File: config.mk
export PLATFORM = sky130hd
export DESIGN_NAME = cc_line_inserter
export DESIGN_NICKNAME = d
export VERILOG_FILES = /design/src/rtl/cc_pkg.sv /design/src/rtl/cc_regs.sv /design/src/rtl/cc_frame.sv /design/src/rtl/cc_serializer.sv /design/src/rtl/cc_line_inserter.sv
export SDC_FILE = /design/constraint.sdc
export NUM_CORES = 1
export LEC_CHECK = 0
export BUFFER_PORTS_ARGS = -buffer_cell sky130_fd_sc_hd__clkbuf_2
export CORE_MARGIN = 2
export CORE_UTILIZATION = 51
export DETAILED_ROUTE_END_ITERATION = 12
export GPL_ROUTABILITY_DRIVEN = 0
export PLACE_DENSITY = 0.75
export SYNTH_ARGS = -nofsm -noshare
export SYNTH_HDL_FRONTEND = slang
export SYNTH_SLANG_ARGS = --single-unit
File: constraint.sdc
create_clock -name clk -period 2.23 [get_ports clk]
set_clock_uncertainty 0.2 [all_clocks]
set_input_delay 0.1115 -clock clk [delete_from_list [all_inputs] [get_ports clk]]
set_output_delay 0.1115 -clock clk [all_outputs]
set_load 0.05 [all_outputs]
File: src/rtl/cc_pkg.sv
// Shared constants and helpers for the caption line inserter.
// Assumes the 33-bit packet layout: 14 run-in bits, 3 start bits, 16 data bits.
package cc_pkg;
    localparam int NBITS = 33;
    localparam logic [13:0] RUNIN = 14'h1555;   // sent LSB first: 1,0,1,0,...
    localparam logic [2:0]  START = 3'b100;     // sent LSB first: 0,0,1
    localparam logic [7:0]  NULL_BYTE = 8'h80;

    localparam logic [1:0] A_BYTE1 = 2'd0;
    localparam logic [1:0] A_BYTE2 = 2'd1;
    localparam logic [1:0] A_CTRL  = 2'd2;

    typedef struct packed {
        logic       enable;
        logic       auto_par;
        logic       fsel;
        logic [3:0] lsel;
    } cc_ctrl_t;

    // Forces bit 7 to odd parity over bits 6:0 when requested.
    function automatic logic [7:0] fix_parity(input logic [7:0] b, input logic on);
        return on ? {~(^b[6:0]), b[6:0]} : b;
    endfunction
endpackage

File: src/rtl/cc_regs.sv
// Host register file and ready-to-send handshake.
// Assumes single-cycle writes. A second-byte write in the same cycle as a
// packet start wins over the start for the pending and rts state.
module cc_regs
    import cc_pkg::*;
(
    input  logic       clk,
    input  logic       rst_n,
    input  logic       wr_en,
    input  logic [1:0] wr_addr,
    input  logic [7:0] wr_data,
    input  logic       take,
    output logic [7:0] byte1,
    output logic [7:0] byte2,
    output cc_ctrl_t   ctrl,
    output logic       pending,
    output logic       rts
);
    logic wr_b2;
    assign wr_b2 = wr_en && (wr_addr == A_BYTE2);

    // Data and control registers.
    always_ff @(posedge clk) begin
        if (!rst_n) begin
            byte1 <= '0;
            byte2 <= '0;
            ctrl  <= '0;
        end else if (wr_en) begin
            if (wr_addr == A_BYTE1) byte1 <= wr_data;
            if (wr_addr == A_BYTE2) byte2 <= wr_data;
            if (wr_addr == A_CTRL)  ctrl  <= cc_ctrl_t'(wr_data[6:0]);
        end
    end

    // Pending flag and host handshake.
    always_ff @(posedge clk) begin
        if (!rst_n) begin
            pending <= 1'b0;
            rts     <= 1'b1;
        end else if (wr_b2) begin
            pending <= 1'b1;
            rts     <= 1'b0;
        end else if (take) begin
            pending <= 1'b0;
            rts     <= 1'b1;
        end
    end

    AST_RTS_CLEAR: assert property (@(posedge clk) disable iff (!rst_n)
        wr_b2 |=> !rts);
    AST_RTS_SET: assert property (@(posedge clk) disable iff (!rst_n)
        (take && !wr_b2) |=> rts);
endmodule

File: src/rtl/cc_frame.sv
// Builds the 33-bit packet word from the held bytes.
// Assumes a pair is sent only when pending; otherwise null bytes are used.
module cc_frame
    import cc_pkg::*;
(
    input  logic [7:0]       byte1,
    input  logic [7:0]       byte2,
    input  logic             pending,
    input  logic             auto_par,
    output logic [NBITS-1:0] frame
);
    logic [7:0] d1, d2;

    // Select the bytes, apply parity and pack them in the order they are sent.
    always_comb begin
        d1 = fix_parity(pending ? byte1 : NULL_BYTE, auto_par);
        d2 = fix_parity(pending ? byte2 : NULL_BYTE, auto_par);
        frame = {d2, d1, START, RUNIN};
    end
endmodule

File: src/rtl/cc_serializer.sv
// Shifts a packet out one bit per BIT_CLKS clocks and maps each bit to luma levels.
// Assumes start is never asserted while a packet is in flight.
module cc_serializer
    import cc_pkg::*;
#(
    parameter int          BIT_CLKS = 27,
    parameter int          LUMA_W   = 8,
    parameter logic [LUMA_W-1:0] HI_LVL = LUMA_W'(130),
    parameter logic [LUMA_W-1:0] LO_LVL = LUMA_W'(16)
)(
    input  logic              clk,
    input  logic              rst_n,
    input  logic              start,
    input  logic [NBITS-1:0]  frame,
    output logic              busy,
    output logic [LUMA_W-1:0] luma
);
    localparam int TW = $clog2(BIT_CLKS + 1);
    localparam int IW = $clog2(NBITS + 1);

    logic [NBITS-1:0] shreg;
    logic [TW-1:0]    tick;
    logic [IW-1:0]    idx;

    // Bit timer, bit index and shift register.
    always_ff @(posedge clk) begin
        if (!rst_n) begin
            busy  <= 1'b0;
            shreg <= '0;
            tick  <= '0;
            idx   <= '0;
        end else if (start) begin
            busy  <= 1'b1;
            shreg <= frame;
            tick  <= '0;
            idx   <= '0;
        end else if (busy) begin
            if (tick == TW'(BIT_CLKS - 1)) begin
                tick  <= '0;
                shreg <= shreg >> 1;
                if (idx == IW'(NBITS - 1)) busy <= 1'b0;
                else                       idx  <= idx + 1'b1;
            end else begin
                tick <= tick + 1'b1;
            end
        end
    end

    // Output level for the current bit.
    always_comb begin
        if (!busy)         luma = '0;
        else if (shreg[0]) luma = HI_LVL;
        else               luma = LO_LVL;
    end

    logic [15:0] run_len;
    // Length of the current packet, for the length check only.
    always_ff @(posedge clk) begin
        if (!rst_n)     run_len <= '0;
        else if (start) run_len <= '0;
        else if (busy)  run_len <= run_len + 1'b1;
    end

    AST_PKT_LENGTH: assert property (@(posedge clk) disable iff (!rst_n)
        $fell(busy) |-> run_len == 16'(NBITS * BIT_CLKS));
    AST_FIRST_BIT_HIGH: assert property (@(posedge clk) disable iff (!rst_n)
        start |=> (busy && luma == HI_LVL));
    AST_TWO_LEVELS: assert property (@(posedge clk) disable iff (!rst_n)
        busy |-> (luma == HI_LVL || luma == LO_LVL));
endmodule

File: src/rtl/cc_line_inserter.sv
// Caption line inserter top: host registers, target-line trigger, packet
// builder and serializer. Assumes pix_pos passes START_POS once per line.
module cc_line_inserter
    import cc_pkg::*;
#(
    parameter int LINE_W    = 10,
    parameter int POS_W     = 11,
    parameter int LUMA_W    = 8,
    parameter int BIT_CLKS  = 27,
    parameter int LINE_BASE = 10,
    parameter int START_POS = 20,
    parameter logic [LUMA_W-1:0] HI_LVL = LUMA_W'(130),
    parameter logic [LUMA_W-1:0] LO_LVL = LUMA_W'(16)
)(
    input  logic              clk,
    input  logic              rst_n,
    input  logic [LINE_W-1:0] line_num,
    input  logic              field_id,
    input  logic [POS_W-1:0]  pix_pos,
    input  logic              wr_en,
    input  logic [1:0]        wr_addr,
    input  logic [7:0]        wr_data,
    output logic [LUMA_W-1:0] cc_luma,
    output logic              cc_valid,
    output logic              rts
);
    logic [7:0]       byte1, byte2;
    cc_ctrl_t         ctrl;
    logic             pending, start;
    logic [NBITS-1:0] frame;
    logic [LINE_W-1:0] target;

    cc_regs u_regs (
        .clk(clk), .rst_n(rst_n), .wr_en(wr_en), .wr_addr(wr_addr),
        .wr_data(wr_data), .take(start), .byte1(byte1), .byte2(byte2),
        .ctrl(ctrl), .pending(pending), .rts(rts)
    );

    cc_frame u_frame (
        .byte1(byte1), .byte2(byte2), .pending(pending),
        .auto_par(ctrl.auto_par), .frame(frame)
    );

    // Trigger on the selected line, field and start position.
    always_comb begin
        target = LINE_W'(LINE_BASE) + LINE_W'(ctrl.lsel);
        start  = ctrl.enable && !cc_valid && (line_num == target)
              && (field_id == ctrl.fsel) && (pix_pos == POS_W'(START_POS));
    end

    cc_serializer #(
        .BIT_CLKS(BIT_CLKS), .LUMA_W(LUMA_W), .HI_LVL(HI_LVL), .LO_LVL(LO_LVL)
    ) u_ser (
        .clk(clk), .rst_n(rst_n), .start(start), .frame(frame),
        .busy(cc_valid), .luma(cc_luma)
    );

    AST_ODD_PARITY: assert property (@(posedge clk) disable iff (!rst_n)
        (start && ctrl.auto_par) |-> (^frame[24:17] && ^frame[32:25]));
    AST_NULL_FILL: assert property (@(posedge clk) disable iff (!rst_n)
        (start && !pending) |-> frame[32:17] == 16'h8080);
    AST_NO_START_OFF: assert property (@(posedge clk) disable iff (!rst_n)
        !ctrl.enable |=> !$rose(cc_valid));
endmodule

==> out/metrics.csv <==
metric,value,unit
M3 GR Usage,6.09,%
DR WL/cell,13.8,um
drt total wl,6950,um
simple-gate share of the synthesized area,23.2,%
"Setup violations, final",0,
post-synthesis xor/xnor area fraction,6.38,%
GRT Residual Overflow,0,
RSZ-0062 raised after global routing,true,
Startpoint Class,flip-flop,
max_cap viols,0,
Root Buffer Master,clkbuf_8,
top-count cell post-synth,dfxtp_1,
Total Die Area,0.00684,mm2
Synth Area in Adders,1.98,%
total CTS buffers,9,
"Reg clk slew, reported paths",0.07,ns
Max Slew Vio Count,0,
post-route insts no fill,503,
final clock period utilization by the worst path,99.5,%
core area,0.00596,mm2
commonest cells in the netlist,"70 x dfxtp_1, 59 x nand2_1, 40 x nor2_1",
Tmin final,2.22,ns
number of fill cells,478,
row cnt,28,
Synth top area share,44.4,%
CTS sink count,70,
Yosys top cell by area,dfxtp_1,
synthesis warning total,0,
drt first pass iters,4,
Setup Crit Path Kind,reg2reg,
most frequent CP cell,buf_4,
synthesized area,0.00316,mm2
Mapped Cells,372,
Final ANT Viol Nets,0,
GR Layer Usage met1,24.9,%
dpl cells,472,
Max Root-Sink Buffers,2,
Worst Path Arrival,2.29,ns
largest family of logic cells by synthesized area,simple AND/OR/NAND/NOR gates,
share of post-route cells with drive strength above 1,20.6,%
Syn Area/Cell,8.49,um2
crit path cell chain,"ha_4, xnor2_2, nand4_1, buf_4, a2111oi_4, buf_4, clkbuf_16, nand3_2, a31oi_1",
count of cell types in the netlist,39,
routed vias/inst,5.49,
Layout Area Growth over Synthesis,22.3,%
#FFs+latches synth,70,
first-pass GRT wire length,10900,um
"Seq/Total Area, Yosys",44.4,%
IO Count,45,
vias in the first global route,2490,
"slowest stage delay, CP",0.34,ns
first-iteration detailed-routing DRC count,156,
CP Data Required Time,2.30,ns
DIE HEIGHT,82.7,um
starting density of the core,53.0,%
final hold violations,0,
clock latency on the worst-skew pair,0.35,ns
setup TNS,0,ns
crit path capture type,flip-flop,
drt drc,0,
routed via count,2761,
Synth Flop Type,dfxtp_1,
CTS tree,done,
Global Route Usage Sum,21.0,%
htree depth,3,
GR peak layer,met2,
Worst VDD drop,527,uV
Die X,82.7,um
Hold WC Path Type,in2reg,
met2 Use GR,36.6,%
PwrDens,657,mW/mm2
asr flop ratio synth,0,%
ranking of synthesized cells by area,"dfxtp_1 44%, mux2i_1 7.6%, nand2_1 7.0%, nand3_1 5.2%, nor2_1 4.8%",
Ant. Diodes,0,
maximum clock rate,0.451,GHz
final setup margin,0.0103,ns
initial antenna violation count,0,
largest net degree at the start of global routing,37,
outcome,completed,
Synth Area in Compound Gates,10.6,%
Worst path slowest cell,dfxtp_2,
fin nets,463,
DP Worst Slack,0.0214,ns
Fin Hold WS,0.131,ns
slew margin rel.,51.4,%
LEAKAGE,0.00151,uW
CP Max Fanout,7,
HPWL Detailed,4500,um
count of input and output buffers,39,
mux contribution to synthesized area,7.60,%
Worst Tran Pin Value,0.729,ns
Post-synth EDFFs,0,
final cells by class:
type / count / area, um2 / share of cell area (%)
Clock buffer: 11 / 151 / 3.92
Clock inverter: 5 / 57.6 / 1.49
Inverter: 7 / 26.3 / 0.680
Multi-Input combinational cell: 268 / 1650 / 42.6
Sequential cell: 70 / 1400 / 36.3
Tap cell: 75 / 93.8 / 2.43
Timing Repair Buffer: 67 / 483 / 12.5
cells in the final DEF (no fill, tap or decap), drive strengths merged, types with 2 or more instances in the layout:
master	count
xor2	8
conb	5
nand3b	3
nor4bb	2
dlygate4sd3	9
xnor2	15
nor4	3
a31oi	22
a21oi	18
nor2	40
buf	18
a22oi	2
clkbuf	51
inv	7
nand3	33
mux2i	24
nand4	5
nand2	59
nor4b	2
dfxtp	70
o21ai	4
clkinv	4
ha	5
nor3	5
and2	3
routing by layer:
metal / up-vias / share of wire [%]
met3: 7 / 4.9
li1: 1370 / -
met2: 78 / 50
met4: 0 / 0.81
met5: - / 0
met1: 1306 / 44
registers in the layout, summed over array words and instances (netlist names):
signal and flops:
u_ser.tick 5, u_regs.pending 1, u_regs.rts 1, u_regs.ctrl 7, u_ser.busy 1, u_ser.shreg 33, u_ser.idx 6, u_regs.byte1 8
u_regs.byte2 8
what timing repair did:
| item | in CTS | in global routing |
|---|---|---|
| endpoints found under the hold margin | 25 | 0 |
| hold buffers | 9 | 0 |
| setup buffers | 0 | 5 |
| endpoints found under the setup margin | 0 | 37 |
| gates resized for setup | 0 | 11 |
critical path, delay by kind of cell, from the launching register on:
kind                     cells  cell delay (ns)
AND/OR/NAND/NOR              2             0.21
adder cells (fa/ha/maj)      1             0.27
XOR/XNOR                     1             0.09
AO/OA/AOI/OAI                2             0.49
flip-flops                   1             0.34
buffers and inverters        3             0.54
stage by stage:
| step | power, uW | area, um2 | utilization [%] |
|---|---|---|---|
| detailed placement | 1490 | 3440 | 57.8 |
| finish | 2540 | 3860 | 64.9 |
| CTS | 2540 | 3740 | 62.8 |
| global placement | 1490 | 3440 | 57.8 |
| global route | 2620 | 3860 | 64.9 |
| floorplan | 1430 | 3170 | - |
report_power, final:
part | leakage, uW | switching (uW) | internal (uW)
registers | 0.000567 | 19.9 | 1270
logic | 0.000834 | 109 | 90.0
clock network | 0.000109 | 475 | 577
total | 0.00151 | 604 | 1930
path summary, 6_finish.rpt:
kind / slack, ns / start / end / depth (start not counted)
setup reg to reg: 0.01 / u_regs.ctrl[1] / u_ser.shreg[20] / 9
hold reg to reg: 0.25 / u_ser.shreg[15] / u_ser.shreg[14] / 2
hold / removal: 0.13 / wr_addr[1] / u_regs.byte1[3] / 5
setup / recovery: 0.01 / u_regs.ctrl[1] / u_ser.shreg[20] / 9
cells by family (layout without fill, tap and decap cells):
| kind of cell | after synthesis | count (layout) |
|---|---|---|
| and+or+nand+nor | 159 | 159 |
| DFF | 70 | 70 |
| AOI/OAI and AO/OA | 52 | 52 |
| buffers and inverters | 38 | 90 |
| muxes | 24 | 24 |
| xor gates and xnor gates | 23 | 23 |
| adders and majority gates | 5 | 5 |
| other | 1 | 5 |
Note: power is estimated with default switching activity, not from simulation.
